File: config.mk
export PLATFORM = sky130hd
export DESIGN_NAME = pll_cal_supervisor
export DESIGN_NICKNAME = d
export VERILOG_FILES = /design/src/rtl/pll_sup_pkg.sv /design/src/rtl/pll_mode_decode.sv /design/src/rtl/pll_cal_engine.sv /design/src/rtl/pll_lock_filter.sv /design/src/rtl/pll_tmr_store.sv /design/src/rtl/pll_cal_supervisor.sv
export SDC_FILE = /design/constraint.sdc
export NUM_CORES = 1
export LEC_CHECK = 0
export CAP_MARGIN = 5
export CORE_AREA = 2 2 84 86
export CTS_BUF_LIST = sky130_fd_sc_hd__clkbuf_8
export DETAILED_ROUTE_END_ITERATION = 16
export DIE_AREA = 0 0 86 88
export GPL_ROUTABILITY_DRIVEN = 0
export PLACE_DENSITY = 0.8
export REMOVE_ABC_BUFFERS = 1
export SYNTH_ARGS = -nofsm -noshare
export SYNTH_HDL_FRONTEND = slang
export SYNTH_SLANG_ARGS = --single-unit
File: constraint.sdc
create_clock -name clk -period 4 [get_ports clk]
set_input_delay 0.8 -clock clk [delete_from_list [all_inputs] [get_ports clk]]
set_output_delay 0.8 -clock clk [all_outputs]
set_load 0.02 [all_outputs]
File: src/rtl/pll_sup_pkg.sv
package pll_sup_pkg;

  typedef enum logic [1:0] {
    MODE_HOLD   = 2'd0,
    MODE_AUTO   = 2'd1,
    MODE_MANUAL = 2'd2
  } op_mode_e;

  typedef enum logic {
    PH_CAL   = 1'b0,
    PH_TRACK = 1'b1
  } phase_e;

endpackage

File: src/rtl/pll_mode_decode.sv
module pll_mode_decode
  import pll_sup_pkg::*;
(
  input  logic     ext_ctrl,
  input  logic     auto_sel4,
  output op_mode_e mode
);

  // manual select overrides the auto-restart pin
  always_comb begin
    if (ext_ctrl)       mode = MODE_MANUAL;
    else if (auto_sel4) mode = MODE_AUTO;
    else                mode = MODE_HOLD;
  end

endmodule

File: src/rtl/pll_cal_engine.sv
module pll_cal_engine
  import pll_sup_pkg::*;
#(
  parameter int CODE_W     = 6,
  parameter int SETTLE_CYC = 4,
  localparam int BIW = $clog2(CODE_W),
  localparam int SCW = $clog2(SETTLE_CYC)
) (
  input  logic              active,
  input  logic              relaunch,
  input  logic              too_fast,
  input  phase_e            ph_q,
  input  logic [BIW-1:0]    bit_q,
  input  logic [CODE_W-1:0] code_q,
  input  logic [SCW-1:0]    settle_q,
  output phase_e            ph_d,
  output logic [BIW-1:0]    bit_d,
  output logic [CODE_W-1:0] code_d,
  output logic [SCW-1:0]    settle_d
);

  localparam logic [SCW-1:0]    SETTLE_LAST = SCW'(SETTLE_CYC - 1);
  localparam logic [BIW-1:0]    TOP_BIT     = BIW'(CODE_W - 1);
  localparam logic [CODE_W-1:0] FIRST_TRY   = {1'b1, {(CODE_W-1){1'b0}}};

  // successive approximation, MSB first, one decision per settle window
  always_comb begin
    ph_d     = ph_q;
    bit_d    = bit_q;
    code_d   = code_q;
    settle_d = settle_q;
    if (active) begin
      if (ph_q == PH_TRACK) begin
        if (relaunch) begin
          ph_d     = PH_CAL;
          bit_d    = TOP_BIT;
          code_d   = FIRST_TRY;
          settle_d = '0;
        end
      end else if (settle_q != SETTLE_LAST) begin
        settle_d = settle_q + 1'b1;
      end else begin
        settle_d = '0;
        if (too_fast) code_d[bit_q] = 1'b0;
        if (bit_q == '0) begin
          ph_d = PH_TRACK;
        end else begin
          bit_d = bit_q - 1'b1;
          code_d[bit_q - 1'b1] = 1'b1;
        end
      end
    end
  end

endmodule

File: src/rtl/pll_lock_filter.sv
module pll_lock_filter #(
  parameter int CHECK_PER = 4,
  parameter int LOCK_N    = 3,
  parameter int UNLOCK_M  = 2,
  localparam int PCW     = $clog2(CHECK_PER),
  localparam int RUN_MAX = (LOCK_N > UNLOCK_M) ? LOCK_N : UNLOCK_M,
  localparam int RCW     = $clog2(RUN_MAX + 1)
) (
  input  logic           active,
  input  logic           tracking,
  input  logic           raw_lock,
  input  logic [PCW-1:0] per_q,
  input  logic [RCW-1:0] run_q,
  input  logic           filt_q,
  output logic [PCW-1:0] per_d,
  output logic [RCW-1:0] run_d,
  output logic           filt_d,
  output logic           lost
);

  localparam logic [PCW-1:0] PER_LAST = PCW'(CHECK_PER - 1);
  localparam logic [RCW-1:0] NEED_N   = RCW'(LOCK_N - 1);
  localparam logic [RCW-1:0] NEED_M   = RCW'(UNLOCK_M - 1);

  // count consecutive samples that disagree with the filtered state
  always_comb begin
    per_d  = per_q;
    run_d  = run_q;
    filt_d = filt_q;
    lost   = 1'b0;
    if (active) begin
      if (!tracking) begin
        per_d  = '0;
        run_d  = '0;
        filt_d = 1'b0;
      end else if (per_q != PER_LAST) begin
        per_d = per_q + 1'b1;
      end else begin
        per_d = '0;
        if (raw_lock == filt_q) begin
          run_d = '0;
        end else if (run_q == (filt_q ? NEED_M : NEED_N)) begin
          run_d  = '0;
          filt_d = raw_lock;
          lost   = filt_q;
        end else begin
          run_d = run_q + 1'b1;
        end
      end
    end
  end

endmodule

File: src/rtl/pll_tmr_store.sv
module pll_tmr_store #(
  parameter int            SW   = 17,
  parameter logic [SW-1:0] INIT = '0
) (
  input  logic          clk,
  input  logic          rst,
  input  logic [SW-1:0] next,
  input  logic [2:0]    upset_copy,
  input  logic [7:0]    upset_idx,
  output logic [SW-1:0] voted,
  output logic          err
);

  logic [SW-1:0] copy_q [3];
  logic [SW-1:0] flip;
  logic          disagree;

  assign flip = (upset_idx < 8'(SW)) ? ({{(SW-1){1'b0}}, 1'b1} << upset_idx) : '0;

  // every copy reloads from the voted next state, so one upset heals in a cycle
  always_ff @(posedge clk) begin
    if (rst) begin
      for (int k = 0; k < 3; k++) copy_q[k] <= INIT;
    end else begin
      for (int k = 0; k < 3; k++) copy_q[k] <= next ^ (upset_copy[k] ? flip : '0);
    end
  end

  assign voted    = (copy_q[0] & copy_q[1]) | (copy_q[0] & copy_q[2]) | (copy_q[1] & copy_q[2]);
  assign disagree = (copy_q[0] != copy_q[1]) || (copy_q[0] != copy_q[2]);

  always_ff @(posedge clk) begin
    if (rst) err <= 1'b0;
    else     err <= disagree;
  end

  // a single-copy upset never reaches the voted state
  p_vote_masks_r11: assert property (@(posedge clk) disable iff (rst)
    ($countones(upset_copy) <= 1) |=> (voted == $past(next)))
    else $error("p_vote_masks_r11");

  // without injection the copies agree again on the next edge
  p_heal_r11: assert property (@(posedge clk) disable iff (rst)
    (upset_copy == 3'b000) |=> !disagree)
    else $error("p_heal_r11");

  // the flag is low whenever the copies agreed one cycle earlier
  p_err_follows_r11: assert property (@(posedge clk) disable iff (rst)
    !disagree |=> !err)
    else $error("p_err_follows_r11");

endmodule

File: src/rtl/pll_cal_supervisor.sv
module pll_cal_supervisor
  import pll_sup_pkg::*;
#(
  parameter int CODE_W     = 6,
  parameter int SETTLE_CYC = 4,
  parameter int CHECK_PER  = 4,
  parameter int LOCK_N     = 3,
  parameter int UNLOCK_M   = 2
) (
  input  logic              clk,
  input  logic              ext_ctrl,
  input  logic              auto_sel4,
  input  logic              restart_n_sel5,
  input  logic [CODE_W-3:0] range_lo,
  input  logic              too_fast,
  input  logic              raw_lock,
  input  logic [2:0]        upset_copy,
  input  logic [7:0]        upset_idx,
  output logic [CODE_W-1:0] range_code,
  output logic              locked,
  output logic              cal_busy,
  output logic              seu_err
);

  localparam int BIW     = $clog2(CODE_W);
  localparam int SCW     = $clog2(SETTLE_CYC);
  localparam int PCW     = $clog2(CHECK_PER);
  localparam int RUN_MAX = (LOCK_N > UNLOCK_M) ? LOCK_N : UNLOCK_M;
  localparam int RCW     = $clog2(RUN_MAX + 1);

  typedef struct packed {
    phase_e            ph;
    logic [BIW-1:0]    bidx;
    logic [CODE_W-1:0] code;
    logic [SCW-1:0]    settle;
    logic [PCW-1:0]    per;
    logic [RCW-1:0]    run;
    logic              filt;
  } ctl_t;

  localparam int SW = $bits(ctl_t);
  localparam ctl_t RST_ST = '{ph: PH_CAL, bidx: BIW'(CODE_W - 1),
                              code: {1'b1, {(CODE_W-1){1'b0}}},
                              settle: '0, per: '0, run: '0, filt: 1'b0};

  op_mode_e      mode;
  logic          rst;
  logic          manual;
  logic          lost;
  logic          relaunch;
  logic [SW-1:0] voted_vec;
  ctl_t          cur;
  ctl_t          nxt;

  // the restart pin only resets outside manual mode
  assign rst      = !ext_ctrl && !restart_n_sel5;
  assign manual   = (mode == MODE_MANUAL);
  assign relaunch = lost && (mode == MODE_AUTO);
  assign cur      = ctl_t'(voted_vec);

  pll_mode_decode u_mode (
    .ext_ctrl  (ext_ctrl),
    .auto_sel4 (auto_sel4),
    .mode      (mode)
  );

  pll_cal_engine #(
    .CODE_W     (CODE_W),
    .SETTLE_CYC (SETTLE_CYC)
  ) u_cal (
    .active   (!manual),
    .relaunch (relaunch),
    .too_fast (too_fast),
    .ph_q     (cur.ph),
    .bit_q    (cur.bidx),
    .code_q   (cur.code),
    .settle_q (cur.settle),
    .ph_d     (nxt.ph),
    .bit_d    (nxt.bidx),
    .code_d   (nxt.code),
    .settle_d (nxt.settle)
  );

  pll_lock_filter #(
    .CHECK_PER (CHECK_PER),
    .LOCK_N    (LOCK_N),
    .UNLOCK_M  (UNLOCK_M)
  ) u_filt (
    .active   (!manual),
    .tracking (cur.ph == PH_TRACK),
    .raw_lock (raw_lock),
    .per_q    (cur.per),
    .run_q    (cur.run),
    .filt_q   (cur.filt),
    .per_d    (nxt.per),
    .run_d    (nxt.run),
    .filt_d   (nxt.filt),
    .lost     (lost)
  );

  pll_tmr_store #(
    .SW   (SW),
    .INIT (RST_ST)
  ) u_tmr (
    .clk        (clk),
    .rst        (rst),
    .next       (nxt),
    .upset_copy (upset_copy),
    .upset_idx  (upset_idx),
    .voted      (voted_vec),
    .err        (seu_err)
  );

  // registered outputs; manual mode bypasses the calibrated state
  always_ff @(posedge clk) begin
    if (rst) begin
      range_code <= RST_ST.code;
      locked     <= 1'b0;
      cal_busy   <= 1'b1;
    end else if (manual) begin
      range_code <= {restart_n_sel5, auto_sel4, range_lo};
      locked     <= raw_lock;
      cal_busy   <= 1'b0;
    end else begin
      range_code <= cur.code;
      locked     <= (cur.ph == PH_TRACK) && cur.filt;
      cal_busy   <= (cur.ph == PH_CAL);
    end
  end

  logic [CODE_W-1:0] below_mask;
  assign below_mask = ({{(CODE_W-1){1'b0}}, 1'b1} << cur.bidx) - 1'b1;

  // bits below the trial position stay clear during the search
  p_sar_low_clear_r3: assert property (@(posedge clk) disable iff (rst)
    (cur.ph == PH_CAL) |-> ((cur.code & below_mask) == '0))
    else $error("p_sar_low_clear_r3");

  // busy and locked are never high together
  p_busy_unlocked_r6: assert property (@(posedge clk) disable iff (rst)
    cal_busy |-> !locked)
    else $error("p_busy_unlocked_r6");

  // hold mode never leaves tracking by itself
  p_hold_keeps_r7: assert property (@(posedge clk) disable iff (rst)
    (mode == MODE_HOLD && cur.ph == PH_TRACK) |=> (cur.ph == PH_TRACK))
    else $error("p_hold_keeps_r7");

  // a filtered lock drop in auto mode starts a new search
  p_auto_relaunch_r8: assert property (@(posedge clk) disable iff (rst)
    (mode == MODE_AUTO && cur.ph == PH_TRACK && cur.filt && !nxt.filt) |=> (cur.ph == PH_CAL))
    else $error("p_auto_relaunch_r8");

  // manual code comes from the pins one edge later
  p_manual_code_r9: assert property (@(posedge clk) disable iff (rst)
    $past(ext_ctrl) |-> (range_code == $past({restart_n_sel5, auto_sel4, range_lo})))
    else $error("p_manual_code_r9");

  // manual lock output is the raw bit one edge later
  p_manual_lock_r10: assert property (@(posedge clk) disable iff (rst)
    $past(ext_ctrl) |-> (locked == $past(raw_lock) && !cal_busy))
    else $error("p_manual_lock_r10");

endmodule

* After elaboration in Yosys (flattened, before gate mapping)
Memories as Yosys holds them, arrays and structs flattened. Cells that the tools add are included.
Word-level totals: output and inout port bits 9, bits of input ports 21, word-level logic and storage cells 108, memories 1, RAM bits 51, flip-flop bits (word level) 9
Memories:
- u_tmr.copy_q | words 3, width 17, read ports 3, clocked after Yosys merged registers in 0, wr ports 3, RTL line pll_tmr_store.sv:14 | logic [SW-1:0] copy_q [3];
Operators by class: eq/ne operators 8, add/sub/neg operators 4, shift operators 1, reduce and logical (&&, ||, !) cells 9, muxes and demuxes 61, bitwise logic cells 15, order comparisons 5
Operators by type and width (number):
- 17-bit two-way mux | 7
- 6-bit two-way mux | 10
- 17-bit bitwise AND | 3
- 17-bit XOR | 3
- 17-bit inequality test | 2
- 17-bit OR | 2
- 2-bit two-way mux | 14
- 1-bit two-way mux | 23
- 1-bit by 8-bit left shift with 17-bit output (first input constant) | 1
- 3-bit two-way mux | 5
- 3-bit by 4-bit < comparator with 1-bit output (second input constant) | 2
- 8-bit by 5-bit < comparator with 1-bit output (second input constant) | 1
- 2-bit by 1-bit adder with 2-bit output (second input constant) | 3
- 6-bit bitwise AND | 1
- 1-bit demux with 3-bit select | 2
- 3-bit by 1-bit >= comparator with 1-bit output (second input constant) | 2
- 6-bit NOT | 1
- 6-bit OR | 1
- 1-bit logical AND | 5
- 2-bit inequality test (second input constant) | 2
- 3-bit logical NOT | 1
- 1-bit OR | 3
- 3-bit by 1-bit subtractor with 3-bit output (second input constant) | 1
- 2-bit by 1-bit == test with 1-bit output (second input constant) | 1
- other kinds (6) | 7

* Logic depth before layout (Yosys ltp)
An unclocked memory read counts as a cell.
depth in word-level cells 21, mapped depth 12, depth with buffers taken out 10

* Cells and area by module
From an unflattened synthesis, not the netlist that was laid out.
Second synthesis, totals: cells, all modules 415, area, all modules 3878.7 µm²
By module, submodules not included:
- pll_tmr_store | seq. area each 1041.0 µm², area an instance 2945.3 µm², times used 1, cells an instance 284
- pll_cal_engine | seq. area each 0.0 µm², area an instance 417.9 µm², times used 1, cells an instance 65
- pll_cal_supervisor | seq. area each 160.2 µm², area an instance 322.8 µm², times used 1, cells an instance 35
- pll_lock_filter | seq. area each 0.0 µm², area an instance 171.4 µm², times used 1, cells an instance 29
- pll_mode_decode | seq. area each 0.0 µm², area an instance 21.3 µm², times used 1, cells an instance 2

* Least setup slack after synthesis
OpenSTA, ideal clock, no wires.
path kind reg-to-reg, start point memory u_tmr.copy_q[0][13], end point memory u_tmr.copy_q[0][11], data required time 3.928 ns, clock period less this slack 2.757 ns, setup slack 1.243 ns, data arrival time 2.685 ns, cell stages (with the launch flop) 12, setup time 0.072 ns, path buffers 1, cell sequence dfxtp_1 ha_1 a211o_1 clkbuf_1 inv_1 ha_1 ha_1 nor4bb_1 a21boi_0 or3_1 o21ai_0 mux2i_1
RTL lines (RTL line):
- start: declaration | pll_tmr_store.sv:14

==> flow_summary.toml <==
[status]
status = "completed"

[min_path]
hp-class = "reg2reg"

[floorplanning]
num_rows = 30
dieArea_um2 = 7570
die_w_um = 86
dieHeight_um = 88
start_util_pct = 58.8
core_um2 = 6640
io_pins = 30

[placed_design]
placed_area_um2 = 4270
hpwlAfterDp_mm = 8.13
dp_cells = 569
io_buffers = 29

[drt]
vias = 3861
routed_wl_mm = 10.8
drt_iter0_markers = 318
wl_per_cell_um = 18.4
drc = 0
ant_nets = 0
routed_via_density = 6.60
first_pass_iters = 5

[timing]
hold_viol = 0
fin_crit_sh_pct = 78.9
skew_ns = 0.00912
fin_crit_ns = 3.15
worst_pin_slew_ns = 0.752
setup_viol = 0
tns_ns = 0
rsz0062_at_grt = "false"
fmax_ghz = 0.317
relSlewSlack_pct = 49.7
drv_slew = 0

[power_and_ir_drop]
leakage_nw = 1.83
ir_drop_mv = 0.197
powerDensity_nw_per_um2 = 358

[setup_path]
critPathKind = "reg2reg"
endpoint_kind = "flop"
crit_path_max_fanout = 12
cp-start-kind = "flop"
required_ns = 4.27
cp.arrival_ns = 3.42

[clocking]
root_buffer = "clkbuf_8"
ctsLongestPathBuffers = 2
clk_latency_ns = 0.35
post-cts-setup-buffers = 0
cts_made_buffers = 9
cts_tree = "yes"
h-tree-depth = 3
cts-resized-gates = 0
path_clk_slew_ns = 0.07
cts_hold_buf = 0
cts.sinks = 60

[layout]
final_common_cell = "dfxtp_1"
layout.nets = 560
area_delta_synth_final_pct = 14.4
mostFrequentLayoutCells = "60 x dfxtp_1, 45 x nand2_1, 40 x nor2_1"
num_antenna_cells = 0
final_cell_count_no_fill = 585
fillers = 552
post-route-cell-area_um2 = 4470
drive_gt1_share_pct = 5.74

[yosys]
syn-cell-area_um2 = 3910
async_flop_share_pct = 0
syn_area_per_cell_um2 = 8.28
yosysUniqueCellTypes = 56
ys_ff_latch = 60
yosysWarnings = 0
ys.flop_type = "dfxtp_1"
syn_inst = 472
seq_area_frac_synth_pct = 30.7
synth-edff-count = 0

[global_routing]
grt_max_degree = 27
grt_pass1_wl_mm = 16.9
antenna_found_initial = 0
grt_pass1_vias = 3528
grt_usage_pct = 29.2
grt-ovfl-total = 0

[flow_run]
drv_cap = 0
[worst paths after layout]
path	slack [ns]	end	start	cells after the start
min	0.61	range_code[4]	u_tmr.copy_q[0][45]	2
max	0.85	u_tmr.copy_q[0][11]	u_tmr.copy_q[0][13]	10
min reg2reg	0.61	range_code[4]	u_tmr.copy_q[0][45]	2
max reg2reg	0.85	u_tmr.copy_q[0][11]	u_tmr.copy_q[0][13]	10
[sequential cells by signal, indices dropped and copies added (netlist names)]
| register | count |
|---|---|
| locked | 1 |
| range_code | 6 |
| u_tmr.err | 1 |
| u_tmr.copy_q | 51 |
| cal_busy | 1 |
[Yosys cell counts, drive strengths merged (2+ instances only)]
cell type   n  area, um2
and2b       2       15.0
mux2i       3       30.0
a21oi      20        100
nor2b       4       25.0
buf         6       32.5
or4        12       93.8
a211o      13        114
xnor2      10       87.6
and3        3       18.8
nand2b      3       18.8
inv         7       26.3
a211oi     19        143
o211ai      3       27.5
xor2       11       96.3
and3b       4       35.0
ha         39        488
a31oi       2       12.5
nand3      20        100
o22ai       9       56.3
clkbuf     12       45.0
nor4       13       81.3
o21ai      28        140
dfxtp      60       1200
o31ai       3       22.5
o21a        5       37.5
nor3b       5       37.5
nor2       41        154
or3        12       80.1
a21boi      8       60.1
nand2      45        169
nor4b       3       32.5
o221ai      5       43.8
nor3       22        110
and2        5       31.3
[metal layers]
metal	GRT usage (%)	wire (um)	up-vias
met4	13.4	364	0
met3	6.88	981	29
met2	48.2	4860	217
li1	-	-	1839
met5	0	0	-
met1	36.1	4540	1776
[final cells by class]
type                       instances  area [um2]  area share, %
timing repair buffer              35         335           7.50
tap                               80         100           2.24
multi-input combinational        387        2600           58.3
sequential                        60        1200           26.9
clock inverter                     5        51.3           1.15
clock buffer                      11         151           3.39
inverter                           7        26.3          0.588
[per-stage QoR]
step                      setup slack, ns  total power (W)  util [%]  hold slack, ns
after CTS                           0.890          0.00159      67.3           0.603
after global placement              0.959          0.00103      64.2           0.570
after detailed placement            0.867          0.00105      64.2           0.594
after floorplan                      1.32         0.000913         -           0.541
after global routing                0.688          0.00167      67.3           0.668
final                               0.845          0.00160      67.3           0.610
[report_power, final]
part / total [W] / internal (W) / switching (W) / leakage (nW)
clock: 0.000558 / 0.000317 / 0.000241 / 0.107
sequential: 0.000667 / 0.000644 / 0.0000238 / 0.488
combinational: 0.000373 / 0.000164 / 0.000209 / 1.24
[worst max-delay path, stage by stage, from the launching register on]
cell	delay (ns)
dfxtp_1	0.32
ha_1	0.20
a211o_1	0.42
inv_1	0.22
ha_1	0.21
ha_1	0.28
nor4bb_1	0.42
a21boi_0	0.14
or3_1	0.38
o21ai_0	0.23
mux2i_1	0.26
[cells by family after synthesis]
logic type / count (synthesis) / share of synthesized area (%)
XOR/XNOR: 21 / 4.71
flip-flops: 60 / 30.7
AND/OR/NAND/NOR: 199 / 26.7
adder cells (fa/ha/maj): 39 / 12.5
buffers and inverters: 25 / 2.66
multiplexers: 3 / 0.769
AO/OA/AOI/OAI: 125 / 21.9
No activity file was read; power rests on OpenSTA's default activity.
